$ cat config.mk
export PLATFORM = sky130hd
export DESIGN_NAME = alu_zc
export DESIGN_NICKNAME = d
export VERILOG_FILES = /design/src/rtl/alu_zc.sv
export SDC_FILE = /design/constraint.sdc
export NUM_CORES = 1
export LEC_CHECK = 0
export ABC_AREA = 1
export ABC_CLOCK_PERIOD_IN_PS = 2000
export BUFFER_PORTS_ARGS = -buffer_cell sky130_fd_sc_hd__buf_2
export CAP_MARGIN = 20
export CORE_ASPECT_RATIO = 0.9
export CORE_MARGIN = 5
export CORE_UTILIZATION = 42
export DETAILED_ROUTE_END_ITERATION = 10
export MAX_ROUTING_LAYER = met4
export PLACE_DENSITY = 0.67
export SLEW_MARGIN = 10
export SYNTH_ARGS = -nofsm -noshare
export SYNTH_HDL_FRONTEND = slang
export SYNTH_SLANG_ARGS = --single-unit
$ cat constraint.sdc
create_clock -name clk -period 2 [get_ports clk]
set_input_delay 0.4 -clock clk [delete_from_list [all_inputs] [get_ports clk]]
set_output_delay 0.4 -clock clk [all_outputs]
set_load 0.02 [all_outputs]
$ cat src/rtl/alu_zc.sv
module alu_zc #(
  parameter int W  = 8,
  localparam int BW = (W > 1) ? $clog2(W) : 1
) (
  input  logic          clk,
  input  logic          rst,
  input  logic          op_valid,
  input  logic [3:0]    op_sel,
  input  logic [W-1:0]  reg_opd,
  input  logic [W-1:0]  mem_opd,
  input  logic [BW-1:0] bit_sel,
  input  logic [1:0]    br_cond,
  output logic [W-1:0]  result,
  output logic          wr_en,
  output logic          flag_z,
  output logic          flag_c,
  output logic          br_taken
);
  localparam logic [3:0] OP_PASS = 4'd0,  OP_ADD = 4'd1,  OP_SUB = 4'd2,  OP_CMP = 4'd3;
  localparam logic [3:0] OP_AND  = 4'd4,  OP_OR  = 4'd5,  OP_XOR = 4'd6,  OP_LSL = 4'd7;
  localparam logic [3:0] OP_LSR  = 4'd8,  OP_ROL = 4'd9,  OP_ROR = 4'd10, OP_SEC = 4'd11;
  localparam logic [3:0] OP_CLC  = 4'd12, OP_BTST = 4'd13;

  logic [W:0]   sum, diff;
  logic [W-1:0] res;
  logic         c_next, z_upd, wr;

  assign sum  = {1'b0, reg_opd} + {1'b0, mem_opd};
  assign diff = {1'b0, reg_opd} - {1'b0, mem_opd};

  always_comb begin
    res    = reg_opd;
    c_next = flag_c;
    z_upd  = 1'b0;
    wr     = 1'b0;
    unique case (op_sel)
      OP_PASS: begin res = mem_opd; z_upd = 1'b1; wr = 1'b1; end
      OP_ADD:  begin res = sum[W-1:0];  c_next = sum[W];  z_upd = 1'b1; wr = 1'b1; end
      OP_SUB:  begin res = diff[W-1:0]; c_next = diff[W]; z_upd = 1'b1; wr = 1'b1; end
      OP_CMP:  begin res = diff[W-1:0]; c_next = diff[W]; z_upd = 1'b1; end
      OP_AND:  begin res = reg_opd & mem_opd; z_upd = 1'b1; wr = 1'b1; end
      OP_OR:   begin res = reg_opd | mem_opd; z_upd = 1'b1; wr = 1'b1; end
      OP_XOR:  begin res = reg_opd ^ mem_opd; z_upd = 1'b1; wr = 1'b1; end
      OP_LSL:  begin res = {reg_opd[W-2:0], 1'b0};   c_next = reg_opd[W-1]; z_upd = 1'b1; wr = 1'b1; end
      OP_LSR:  begin res = {1'b0, reg_opd[W-1:1]};   c_next = reg_opd[0];   z_upd = 1'b1; wr = 1'b1; end
      OP_ROL:  begin res = {reg_opd[W-2:0], flag_c}; c_next = reg_opd[W-1]; z_upd = 1'b1; wr = 1'b1; end
      OP_ROR:  begin res = {flag_c, reg_opd[W-1:1]}; c_next = reg_opd[0];   z_upd = 1'b1; wr = 1'b1; end
      OP_SEC:  c_next = 1'b1;
      OP_CLC:  c_next = 1'b0;
      OP_BTST: c_next = mem_opd[bit_sel];
      default: ;
    endcase
  end

  assign result = res;
  assign wr_en  = op_valid & wr;

  always_ff @(posedge clk) begin
    if (rst) begin
      flag_z <= 1'b0;
      flag_c <= 1'b0;
    end else if (op_valid) begin
      flag_z <= z_upd ? (res == '0) : flag_z;
      flag_c <= c_next;
    end
  end

  always_comb begin
    unique case (br_cond)
      2'd0: br_taken = flag_z;
      2'd1: br_taken = ~flag_z;
      2'd2: br_taken = ~flag_c;
      default: br_taken = flag_c;
    endcase
  end

  a_r12_reset_clears: assert property (@(posedge clk)
    rst |=> (!flag_z && !flag_c));

  a_r2_zero_tracks_result: assert property (@(posedge clk) disable iff (rst)
    (op_valid && op_sel <= OP_ROR) |=> (flag_z == ($past(result) == '0)));

  a_r3_add_carry: assert property (@(posedge clk) disable iff (rst)
    (op_valid && op_sel == OP_ADD) |=>
      (flag_c == (($past(result) < $past(reg_opd)) || ($past(result) < $past(mem_opd)))));

  a_r4_cmp_no_write: assert property (@(posedge clk) disable iff (rst)
    (op_sel == OP_CMP) |-> !wr_en);

  a_r8_sec_keeps_z: assert property (@(posedge clk) disable iff (rst)
    (op_valid && op_sel == OP_SEC) |=> (flag_c && $stable(flag_z)));

  a_r8_clc_keeps_z: assert property (@(posedge clk) disable iff (rst)
    (op_valid && op_sel == OP_CLC) |=> (!flag_c && $stable(flag_z)));

  a_r11_idle_holds: assert property (@(posedge clk) disable iff (rst)
    (!op_valid || op_sel >= 4'd14) |=> ($stable(flag_z) && $stable(flag_c)));

  a_r11_idle_no_write: assert property (@(posedge clk) disable iff (rst)
    !op_valid |-> !wr_en);

  a_r10_eq_branch: assert property (@(posedge clk) disable iff (rst)
    (br_cond == 2'd0) |-> (br_taken == flag_z));
endmodule

Word-level counts from Yosys, hierarchy flattened
Cells that the tools add are included.
Operators by class
  $add $sub $neg: 2
  $lt $le $gt $ge: 1
  eq/ne operators: 15
  muxes and demuxes: 7
  bitwise logic cells: 6
  reduce and logical (&&, ||, !) cells: 11
Operator list (count)
  8-bit one-hot mux with 10 select lines: 1
  4-bit equality test (second input constant): 6
  4-bit by 3-bit equality test with 1-bit output (second input constant): 4
  11-bit OR reduction: 1
  10-bit OR reduction: 1
  8-bit by 8-bit adder with 9-bit output: 1
  8-bit by 8-bit subtractor with 9-bit output: 1
  8-bit AND: 1
  4-bit by 2-bit equality test with 1-bit output (second input constant): 2
  8-bit logical NOT: 1
  8-bit bitwise OR: 1
  8-bit bitwise XOR: 1
  1-bit one-hot mux with 7 select lines: 1
  7-bit nonzero test: 1
  2-bit OR reduction: 3
  4-bit by 1-bit equality test with 1-bit output (second input constant): 1
  4-bit logical NOT: 1
  3-bit by 4-bit less-than comparator with 1-bit output (second input constant): 1
  2-bit AND reduction: 2
  1-bit binary-select mux with 3-bit select: 1
  1-bit two-way mux: 3
  1-bit one-hot mux with 3 select lines: 1
  2-bit by 1-bit equality test with 1-bit output (second input constant): 1
  2-bit equality test (second input constant): 1
  3 further kinds: 4
Storage, ports and cells
  bits in registers: 2
  output and inout bits: 12
  word-level logic and storage cells: 44

Longest topological paths before layout
  word-level depth: 4
  gate-level depth with buffers: 15
  depth with buffers taken out: 15

Least setup slack after synthesis
OpenSTA, ideal clock, no wires.
  path type: input port to flip-flop
  from: in reg_opd[0]
  to: reg flag_z
  setup time: 70 ps
  data arrival time: 2063 ps
  required time: 1930 ps
  setup slack: -132 ps
  cell stages on the path: 14
  buffers on the path: 0
  cells stage by stage: inv_1 ha_1 fa_1 inv_1 nand2_1 nand2_1 nand3_1 nand2_1 nand2_1 nand3_1 nand4_1 nor2_1 nand4_1 a21oi_1
On the way
  word-level cells in the longest chain between the ends: 3
  elaborated cells on any way between the ends: 7
RTL lines
  start: declaration: RTL line 9  | input logic [W-1:0] reg_opd,
  8-bit by 8-bit subtractor with 9-bit output or 8-bit by 8-bit adder with 9-bit output (tied branches): RTL line 29, 28
  8-bit one-hot mux with 10 select lines *: RTL line 36  | unique case (op_sel)
  via result[6]: RTL line 13  | output logic [W-1:0] result,
  8-bit logical NOT *: RTL line 63  | flag_z <= z_upd ? (res == '0) : flag_z;
  end signal: assignment: RTL line 63
  end: declaration: RTL line 15  | output logic flag_z,
Mark *: on every way through the listed nets, which the timed path passes. The rest lies on a longest branch.
A chain may end at the register's enable or synchronous reset.

Worst setup path after layout
  from: in reg_opd[0]
  to: out result[4]
On the way
  word-level cells in the longest chain between the ends: 2
  elaborated cells on any way between the ends: 3
RTL lines (RTL line)
  8-bit by 8-bit subtractor with 9-bit output or 8-bit by 8-bit adder with 9-bit output (tied branches): 29, 28
  8-bit one-hot mux with 10 select lines *: 36
  end: declaration: 13
Mark *: on every way between the ends. The rest lies on a longest branch, timed or not.

==> impl_metrics.csv <==
group,metric,value,unit
outcome,status,"complete, but fails checks",
outcome,violations,"negative setup slack",
pwr,switching_share,47.68,%
cells_and_area,drive_gt1_share,43.91,%
cells_and_area,finish.utilization,75.91,%
setup_path,worstPathMaxFanout,3,
clock_tree,cts_buffers,3,
sta,post-route-period-util,112.6,%
logic_synthesis,synth_cell_types,25,
global_route,grt_start_max_net_pins,14,
logic_synthesis,async_flop_share,0,%
sta,finalSetupViolCount,7,
pwr,p_leak,1.650,nW
drt,m1WireLength,3.176,mm
global_route,antenna_found_initial,0,
drt,antenna_left,0,
clock_tree,cts_num_sinks,2,
hold_path,holdPathEnd,"flag_z",
pwr,p_per_area,335.3,mW/mm2
setup_path,rrSetupSlack,0.62,ns
pwr,comb_power_share,80.9,%
job,maxCapViolCount,0,
setup_path,arrival,1.85,ns
logic_synthesis,synth-edff-count,0,
setup_path,slowest_delay,0.37,ns
cells_and_area,stdcell_count,508,
clock_tree,cts_hold_buf,0,
sta,period_minus_slack,2.252,ns
setup_path,r2r_start,"flag_c",
pwr,max-vdd-ir-drop,0.1861,mV
sta,fin_ws,-0.2523,ns
cells_and_area,diodes,0,
drt,drtIter0Drc,218,
drt,viasPerCell,5.453,
cells_and_area,fin_nets,516,
logic_synthesis,synth_seq_cells,2,
clock_tree,htree_levels,1,
pwr,p_total,1.051,mW
sta,rsz0062_at_grt,"true",
placement,port_buffers,39,
drt,vias,2770,
placement,post-dp-hpwl,5.640,mm
setup_path,crit_path_frequent_cell,"nand2_4",
drt,drt-pass1-iter-count,5,
setup_path,rr_endpoint,"flag_z",
global_route,first_global_vias,2504,
setup_path,worst_path_max_delay_cell,"fa_2",
placement,dp_cells,495,
placement,dp_slack,-0.4107,ns
clock_tree,cts_tree,"yes",
die,fp.dieW,79.09,um
sta,worst_pin_slew,0.3126,ns
logic_synthesis,ys.flop_type,"dfxtp_1",
die,die_h,72.18,um
logic_synthesis,synth.cell_area,0.001804,mm2
clock_tree,clock_latency,0.21,ns
setup_path,endpoint_kind,"output pin",
hold_path,holdPathStages,2,
drt,wl,7.623,mm
die,die_area,0.005708,mm2
pwr,pwr-share-clk,14.9,%
logic_synthesis,syn-num-nets,411,
clock_tree,clock-root-buffer,"clkbuf_8",
cells_and_area,areaGrowthSynthToFinish,73.72,%
pwr,power.internal,549.8,uW
setup_path,cp_cell_sequence,"buf_12 -> inv_12 -> ha_4 -> fa_2 -> inv_2 -> nand2_4 -> nand2_4 -> nand2_4 -> nor2_2 -> nor2_1 -> nor2_1 -> nand3_2 -> buf_6",
drt,wire_per_inst,15.01,um
die,core,0.004129,mm2
drt,highest_layer,"met4",
pwr,pwr-share-seq,4.1,%
die,ioPinCount,40,
sta,relSlewSlack,78.94,%
pwr,p_switching,501.2,uW
clock_tree,clkSlewWorstSetupHoldPaths,0.03,ns
global_route,gr-usage-all-layers,25.63,%
logic_synthesis,ys_seq_area_share,2.219,%
die,start_util,43.70,%
sta,maxSlewViolCount,0,
drt,drcViolationCount,0,
drt,met3WireLength,582,um
sta,skew,0.001014,ns
sta,fin_hold_ws,0.3733,ns
setup_path,crit_type,"in -> out",
clock_tree,clock_path_buffers,2,
global_route,overflow,0,
hold_path,hp-start,"rst",
setup_path,ff2ff_path_depth,9,
sta,max_freq,444.0,MHz
global_route,grt_pass1_wl,11.41,mm
setup_path,critPathLaunchType,"input port",
logic_synthesis,postSynthAreaPerCell,5.054,um2
logic_synthesis,ys_warn_count,0,
sta,hold_violations,0,
drt,route.met2.wl,3.801,mm
hold_path,hold_class,"in -> reg",
die,fp-row-count,22,
logic_synthesis,syn_inst,357,
setup_path,crit_required,1.60,ns
placement,place.gp.congestion,0.9573,
-- sequential cells by signal, indices dropped and copies added, names as in the netlist --
register / count
flag_c: 1
flag_z: 1
-- metal layers --
layer | vias up | global-route usage, %
li1 | 1343 | -
met1 | 1286 | 32.27
met2 | 131 | 45.05
met3 | 10 | 3.474
met4 | 0 | 3.053
met5 | - | -
-- worst max-delay path by stage --
stage / startpoint / to / slack, ns
floorplan: reg_opd[0] / flag_z / -0.003
global placement: reg_opd[0] / result[4] / -0.35
detailed placement: reg_opd[0] / result[4] / -0.41
CTS: reg_opd[0] / result[4] / -0.23
global route: reg_opd[0] / result[4] / -0.31
finish: reg_opd[0] / result[4] / -0.25
-- layout make-up --
class | instances | area (um2)
Sequential cell | 2 | 40.04
Inverter | 59 | 246.5
Multi-Input combinational cell | 288 | 1904
Clock buffer | 3 | 41.29
Tap cell | 48 | 60.06
Timing Repair Buffer | 108 | 842.1
Fill cell | 324 | 994.7
-- metrics by stage --
stage | cell area (um2) | setup TNS (ns)
CTS | 2914 | -0.9917
detailed placement | 2566 | -2.886
finish | 3134 | -1.053
global route | 3134 | -1.702
floorplan | 1907 | -0.002878
global placement | 2566 | -2.503
-- cells in the final DEF (no fill, tap or decap), types with 2 or more instances in the layout --
cell type / instances
ha_4: 10
inv_2: 14
nand3_1: 36
nor2_4: 6
buf_4: 67
o211ai_1: 4
nand3b_1: 3
nor2_2: 9
a21oi_2: 4
a21oi_1: 13
nand3_2: 10
nand2_1: 94
nand3_4: 3
nand2_2: 13
clkbuf_8: 3
inv_1: 39
nand4_1: 6
o21ai_1: 3
ha_2: 4
nor2_1: 30
nand2_4: 6
dfxtp_1: 2
buf_12: 2
inv_4: 5
ha_1: 10
o21ai_0: 12
buf_2: 23
buf_6: 15
fa_2: 2
-- cell usage after synthesis (2+ instances only) --
library cell | number | area share [%]
o211ai_1 | 4 | 1.7
nor2_1 | 43 | 8.9
inv_2 | 3 | 0.62
o21ai_0 | 16 | 4.4
ha_1 | 24 | 17
buf_2 | 7 | 1.9
a21oi_1 | 18 | 5.0
nand2_1 | 112 | 23
inv_1 | 56 | 12
fa_1 | 2 | 2.2
nand3b_1 | 3 | 1.2
dfxtp_1 | 2 | 2.2
nand3_1 | 49 | 14
nand4_1 | 6 | 2.1
nor2_2 | 2 | 0.69
-- logic make-up after synthesis --
logic type	count (synthesis)	share of synthesized area [%]
DFF	2	2.219
buffers and inverters	67	14.49
adders and majority gates	26	18.86
AOI/OAI and AO/OA	42	12.76
and+or+nand+nor	219	51.18
xor gates and xnor gates	1	0.4855
-- power groups by stage --
stage | Sequential (mW) | Combinational, mW | Clock, mW
2_1_floorplan | 0.0457 | 0.357 | 0
3_3_place_gp | 0.0440 | 0.619 | 0
3_5_place_dp | 0.0439 | 0.629 | 0
4_1_cts | 0.0435 | 0.749 | 0.161
5_1_grt | 0.0436 | 0.914 | 0.169
6_report | 0.0436 | 0.850 | 0.157
-- repair_timing --
| action | in CTS | in global routing |
|---|---|---|
| resized for setup | 73 | 59 |
| endpoints found under the setup margin | 9 | 10 |
| setup buffers | 7 | 3 |
| pin swaps | 32 | 36 |
-- worst max-delay path, delay by kind of cell --
kind | cells | cell delay [ns]
adder cells (fa/ha/maj) | 2 | 0.52
AND/OR/NAND/NOR | 7 | 0.57
buffers and inverters | 4 | 0.36
Note: power is estimated with default switching activity, not from simulation.
